===== config.mk =====
export PLATFORM = sky130hd
export DESIGN_NAME = multilevel_read_sweep
export DESIGN_NICKNAME = d
export VERILOG_FILES = /design/src/rtl/mlrs_pkg.sv /design/src/rtl/mlrs_ctrl.sv /design/src/rtl/mlrs_datapath.sv /design/src/rtl/multilevel_read_sweep.sv
export SDC_FILE = /design/constraint.sdc
export NUM_CORES = 1
export LEC_CHECK = 0
export BUFFER_PORTS_ARGS = -buffer_cell sky130_fd_sc_hd__clkbuf_2
export CORE_AREA = 2 2 57 64
export DETAILED_ROUTE_END_ITERATION = 12
export DIE_AREA = 0 0 59 66
export GPL_TIMING_DRIVEN = 0
export PLACE_DENSITY = 0.74
export SYNTH_ARGS = -nofsm -noshare
export SYNTH_HDL_FRONTEND = slang
export SYNTH_HIERARCHICAL = 1
export SYNTH_SLANG_ARGS = --single-unit

===== constraint.sdc =====
create_clock -name clk -period 1.76 [get_ports clk]
set_input_delay 0.176 -clock clk [delete_from_list [all_inputs] [get_ports clk]]
set_output_delay 0.176 -clock clk [all_outputs]
set_load 0.05 [all_outputs]

===== src/rtl/mlrs_pkg.sv =====
package mlrs_pkg;

  typedef enum logic [1:0] {
    ST_IDLE   = 2'd0,
    ST_SETTLE = 2'd1,
    ST_SAMPLE = 2'd2,
    ST_DONE   = 2'd3
  } sweepState_t;

  // Strobes from control to datapath
  typedef struct packed {
    logic start;      // capture settings, load first threshold
    logic countDown;  // decrement settle counter
    logic advance;    // move to next threshold
    logic finishHit;  // record current index as level
    logic finishTop;  // record highest level
  } sweepStrobe_t;

endpackage


===== src/rtl/mlrs_ctrl.sv =====
module mlrs_ctrl
  import mlrs_pkg::*;
(
  input  logic         clk,
  input  logic         rstN,
  input  logic         readReq,
  input  logic         cmpIn,
  input  logic         cntZero,
  input  logic         lastStep,
  output sweepStrobe_t strobe,
  output logic         cmpEn,
  output logic         levelValid
);

  sweepState_t state, nextState;

  always_ff @(posedge clk or negedge rstN) begin
    if (!rstN) state <= ST_IDLE;
    else       state <= nextState;
  end

  always_comb begin
    nextState = state;
    strobe    = '0;
    unique case (state)
      ST_IDLE: begin
        if (readReq) begin
          strobe.start = 1'b1;
          nextState    = ST_SETTLE;
        end
      end
      ST_SETTLE: begin
        if (cntZero) nextState = ST_SAMPLE;
        else         strobe.countDown = 1'b1;
      end
      ST_SAMPLE: begin
        if (!cmpIn) begin
          strobe.finishHit = 1'b1;
          nextState        = ST_DONE;
        end else if (lastStep) begin
          strobe.finishTop = 1'b1;
          nextState        = ST_DONE;
        end else begin
          strobe.advance = 1'b1;
          nextState      = ST_SETTLE;
        end
      end
      ST_DONE: nextState = ST_IDLE;
      default: nextState = ST_IDLE;
    endcase
  end

  assign cmpEn      = (state == ST_SAMPLE);
  assign levelValid = (state == ST_DONE);

endmodule


===== src/rtl/mlrs_datapath.sv =====
module mlrs_datapath
  import mlrs_pkg::*;
#(
  parameter int REF_W   = 8,
  parameter int MAX_BPC = 2,
  parameter int SET_W   = 4,
  localparam int NUM_LVL = 1 << MAX_BPC,
  localparam int NUM_THR = NUM_LVL - 1,
  localparam int LVL_W   = MAX_BPC,
  localparam int BPC_W   = (MAX_BPC > 1) ? $clog2(MAX_BPC) : 1
)(
  input  logic                     clk,
  input  logic                     rstN,
  input  sweepStrobe_t             strobe,
  input  logic [NUM_THR*REF_W-1:0] thrTable,
  input  logic [BPC_W-1:0]         bitsSel,
  input  logic [SET_W-1:0]         settleCycles,
  output logic [REF_W-1:0]         refCode,
  output logic [LVL_W-1:0]         levelOut,
  output logic                     cntZero,
  output logic                     lastStep,
  output logic [BPC_W-1:0]         modeLat
);

  logic [REF_W-1:0] thrArr [NUM_LVL];
  logic [LVL_W-1:0] idx;
  logic [LVL_W-1:0] nextIdx;
  logic [LVL_W-1:0] topLevel;
  logic [SET_W-1:0] cnt;
  logic [SET_W-1:0] settleLat;

  // Unpack thresholds; the slot above the last threshold is never selected
  for (genvar k = 0; k < NUM_LVL; k++) begin : g_thr
    if (k < NUM_THR) begin : g_real
      assign thrArr[k] = thrTable[k*REF_W +: REF_W];
    end else begin : g_pad
      assign thrArr[k] = '0;
    end
  end

  function automatic logic [LVL_W-1:0] topOf(input logic [BPC_W-1:0] sel);
    int n;
    n = int'(sel) + 1;
    if (n > MAX_BPC) n = MAX_BPC;
    return LVL_W'((1 << n) - 1);
  endfunction

  assign topLevel = topOf(modeLat);
  assign nextIdx  = idx + LVL_W'(1);
  assign lastStep = (idx == topLevel - LVL_W'(1));
  assign cntZero  = (cnt == '0);

  always_ff @(posedge clk or negedge rstN) begin
    if (!rstN) begin
      idx       <= '0;
      refCode   <= '0;
      cnt       <= '0;
      settleLat <= '0;
      modeLat   <= '0;
      levelOut  <= '0;
    end else begin
      if (strobe.start) begin
        idx       <= '0;
        refCode   <= thrArr[0];
        cnt       <= settleCycles;
        settleLat <= settleCycles;
        modeLat   <= bitsSel;
      end
      if (strobe.countDown) cnt <= cnt - SET_W'(1);
      if (strobe.advance) begin
        idx     <= nextIdx;
        refCode <= thrArr[nextIdx];
        cnt     <= settleLat;
      end
      if (strobe.finishHit) levelOut <= idx;
      if (strobe.finishTop) levelOut <= topLevel;
    end
  end

endmodule


===== src/rtl/multilevel_read_sweep.sv =====
module multilevel_read_sweep
  import mlrs_pkg::*;
#(
  parameter int REF_W   = 8,
  parameter int MAX_BPC = 2,
  parameter int SET_W   = 4,
  localparam int NUM_THR = (1 << MAX_BPC) - 1,
  localparam int LVL_W   = MAX_BPC,
  localparam int BPC_W   = (MAX_BPC > 1) ? $clog2(MAX_BPC) : 1
)(
  input  logic                     clk,
  input  logic                     rstN,
  input  logic                     readReq,
  input  logic [BPC_W-1:0]         bitsSel,
  input  logic [SET_W-1:0]         settleCycles,
  input  logic [NUM_THR*REF_W-1:0] thrTable,
  input  logic                     cmpIn,
  output logic [REF_W-1:0]         refCode,
  output logic                     cmpEn,
  output logic [LVL_W-1:0]         levelOut,
  output logic                     levelValid
);

  sweepStrobe_t     strobe;
  logic             cntZero;
  logic             lastStep;
  logic [BPC_W-1:0] modeLat;

  mlrs_ctrl u_ctrl (
    .clk        (clk),
    .rstN       (rstN),
    .readReq    (readReq),
    .cmpIn      (cmpIn),
    .cntZero    (cntZero),
    .lastStep   (lastStep),
    .strobe     (strobe),
    .cmpEn      (cmpEn),
    .levelValid (levelValid)
  );

  mlrs_datapath #(
    .REF_W   (REF_W),
    .MAX_BPC (MAX_BPC),
    .SET_W   (SET_W)
  ) u_dp (
    .clk          (clk),
    .rstN         (rstN),
    .strobe       (strobe),
    .thrTable     (thrTable),
    .bitsSel      (bitsSel),
    .settleCycles (settleCycles),
    .refCode      (refCode),
    .levelOut     (levelOut),
    .cntZero      (cntZero),
    .lastStep     (lastStep),
    .modeLat      (modeLat)
  );

endmodule


==> results.rst <==
.. list-table::
   :header-rows: 1

   * - Metric
     - Value
   * - Required time of the critical path
     - 1.97 ns
   * - Total of buffers placed on input and output ports
     - 44
   * - Remaining global-route overflow
     - 0
   * - GPL Wtd Cong
     - 0.815
   * - Total of flip-flops plus latches after synthesis
     - 23
   * - Endpoint class of the critical path
     - flip-flop
   * - 1st-pass router iterations
     - 4
   * - Dominant delay contributor by cell family on the critical path
     - compound AO/OA/AOI/OAI gates
   * - Maximum number of pins on one net before global-route repair
     - 24
   * - Max-cap violations
     - 0
   * - Number of clock buffers inserted by TritonCTS
     - 3
   * - Cell with the largest stage delay on the worst path
     - dfrtp_2
   * - Total nets after synthesis
     - 149
   * - Clock latency reported for the late side of the worst-skew pair
     - 0.31 ns
   * - Root buf cell
     - clkbuf_4
   * - Initial antenna violation count
     - 0
   * - HPWL reported at the end of detailed placement
     - 2030 um
   * - Run status
     - completed
   * - Proportion of synthesized chip area in sequential cells
     - 46.1%
   * - Sink Count
     - 23
   * - Via count
     - 1049
   * - DRC violation total after the first TritonRoute iteration
     - 25
   * - Worst endpoint data arrival time
     - 1.90 ns
   * - Starting density of the core
     - 38.4%
   * - Register clock-pin slew on the reported worst setup and hold paths
     - 0.13 ns
   * - Summed instance area of the synthesized netlist
     - 1250 um^2
   * - Slew at the pin with the worst max-slew slack
     - 0.556 ns
   * - Mean instance size in the synthesized netlist
     - 10.8 um^2
   * - Full die area
     - 3890 um^2
   * - DR vias/cell
     - 5.14
   * - Drt total wl
     - 2710 um
   * - Vertical die dimension
     - 66 um
   * - Final layout net count
     - 203
   * - Post-route ant nets
     - 0
   * - Total inserted antenna cells
     - 0
   * - Worst Setup Path Type
     - reg2reg
   * - Final setup fails
     - 0
   * - Number of top-level pins
     - 45
   * - Worst hold slack across all endpoints
     - 0.0804 ns
   * - Share of cells above drive strength 1
     - 43.5%
   * - FILL cells
     - 306
   * - Wirelength per Cell
     - 13.3 um
   * - Share of the cycle needed by the critical path after routing
     - 96.4%
   * - Total chip power
     - 2.54 mW
   * - Category of the worst setup path launch point
     - flip-flop
   * - Critical path fanouts, max
     - 8
   * - Residual DRC count
     - 0
   * - Cell breakdown of the critical path
     - xor2_2 > nor2_4 > nor3b_1 > buf_4 > o21ai_2 > a221o_1
   * - Clock tree buffer depth
     - 2
   * - Static leakage
     - 0.783 nW
   * - Peak clock frequency supported by timing
     - 0.590 GHz
   * - Post-route minimum period
     - 1.70 ns
   * - Overall die width
     - 59 um
   * - Endpoints failing hold
     - 0
   * - Std cell rows
     - 22
   * - Power per Cell Area
     - 1560 nW/um^2
   * - Max-slew violations
     - 0
   * - Max IR drop VDD
     - 553 uV
   * - Via count of the first global-routing pass
     - 1100
   * - GRT Util Overall
     - 15.8%
   * - Synthesized instance count
     - 115
   * - Global-route wire length before repair
     - 4750 um
   * - YS warnings
     - 6
   * - Worst clock skew on the final layout
     - 0.0105 ns
   * - Unique cell type count in the Yosys netlist
     - 35
   * - Growth of design area from synthesis to finish
     - 30.7%
   * - Clock tree from TritonCTS
     - done
   * - Core area
     - 3250 um^2
   * - Max_slew headroom
     - 63.0%
   * - H-tree depth
     - 1
   * - Worst stage delay on the critical path
     - 0.47 ns
   * - Total buffers and inverters traversed by the critical path
     - 1
   * - Worst Hold Class
     - in2reg
routing by layer:
metal | track usage, % | share of wire (%) | vias up
li1 | - | - | 520
met1 | 18.0 | 41 | 505
met2 | 29.4 | 55 | 22
met3 | 1.57 | 3.1 | 2
met4 | 5.97 | 1.3 | 0
met5 | 0 | 0 | -
timing repair:
item / CTS / global route
setup endpoints to repair: 16 / 10
pin swaps: 1 / 3
hold endpoints to repair: 23 / 0
resized for setup: 3 / 9
buffers inserted: 2 / 2
hold buffers: 1 / 0
synthesized netlist by cell type:
library cell	n	area share [%]
dfrtp_1	23	46
nor2_1	11	3.3
mux2i_1	9	7.2
a221o_1	8	6.4
nand2_1	8	2.4
mux2_1	6	5.4
a21oi_1	4	1.6
nor2b_1	4	2.0
o21ai_1	4	1.6
a211o_1	3	2.1
inv_1	3	0.90
nor3b_1	3	1.8
buf_2	2	0.80
buf_6	2	1.8
inv_2	2	0.60
nand2b_1	2	1.0
xnor2_1	2	1.4
xor2_1	2	1.4
a211oi_1	1	0.60
a221oi_1	1	0.70
and2_1	1	0.50
and3_1	1	0.50
buf_12	1	1.6
buf_4	1	0.60
ha_1	1	1.0
mux2_2	1	0.90
nand2b_2	1	0.70
nand3_1	1	0.40
nor2_4	1	0.90
nor3_1	1	0.40
nor3b_2	1	1.0
o21ai_0	1	0.40
o21ai_2	1	0.70
o21bai_1	1	0.60
o22ai_1	1	0.50
cell families after synthesis:
| kind of cell | count (synthesis) | share of synthesized area, % |
|---|---|---|
| and+or+nand+nor | 35 | 14.9 |
| AOI/OAI and AO/OA | 25 | 15.2 |
| DFF | 23 | 46.1 |
| muxes | 16 | 13.5 |
| buffers and inverters | 11 | 6.32 |
| xor gates and xnor gates | 4 | 2.81 |
| adders and majority gates | 1 | 1.00 |
report_power, final:
part,switching (mW),total [mW],internal [mW]
clock network,0.160,0.244,0.0847
logic,0.816,1.37,0.551
registers,0.167,0.930,0.763
flip-flops by register name (all words and copies together), names as in the netlist:
name and count:
u_ctrl/state 2, u_dp/cnt 4, u_dp/idx 2, u_dp/levelOut 2, u_dp/modeLat 1, u_dp/refCode 8
u_dp/settleLat 4
layout make-up:
cell class	instances	area (um^2)	share of cell area (%)
Sequential cell	23	577	35.4
Clock buffer	3	22.5	1.38
Buffer	6	68.8	4.22
Inverter	5	18.8	1.15
Timing Repair Buffer	49	260	16.0
Tap cell	36	45.0	2.76
Clock inverter	1	5.00	0.307
Multi-Input combinational cell	81	633	38.8
cell usage in the layout, fill, tap and decap left out, types with 4 or more instances in the layout:
cell and instances:
mux2_1 6, o21ai_1 4, buf_4 6, a221o_1 8, nor2b_1 4, dfrtp_1 22
clkbuf_2 44, mux2i_1 9, nand2_1 8, nor2_1 10
worst register-to-register path, delay by kind of cell (launching register included):
kind                      cells  cell delay (ns)
AOI/OAI and AO/OA             2             0.48
DFF                           1             0.47
and+or+nand+nor               2             0.25
buffers and inverters         1             0.20
xor gates and xnor gates      1             0.19
through the flow:
step                      instance area [um^2]  setup TNS, ns  worst slack (ns)  instances  utilization, %
after floorplan                           1250              0             0.130        115               -
after CTS                                 1580              0            0.0274        202            48.5
after global routing                      1630        -0.0262           -0.0101        204            50.2
after detailed placement                  1510         -0.854            -0.108        195            46.6
after global placement                    1510         -0.142           -0.0229        195            46.6
final                                     1630              0            0.0638        204            50.2
final timing paths:
check	startpoint	endpoint	slack (ns)	depth (start not counted)
setup / recovery	u_dp/idx[1]	u_dp/refCode[5]	0.06	6
hold / removal	bitsSel	u_dp/modeLat	0.08	2
setup reg to reg	u_dp/idx[1]	u_dp/refCode[5]	0.06	6
hold reg to reg	u_dp/settleLat[1]	u_dp/cnt[1]	0.49	2
max in group asynchronous	rstN	u_dp/idx[1]	0.97	2
min in group asynchronous	rstN	u_dp/settleLat[3]	0.40	2
Power figures use the tool's default switching activity.
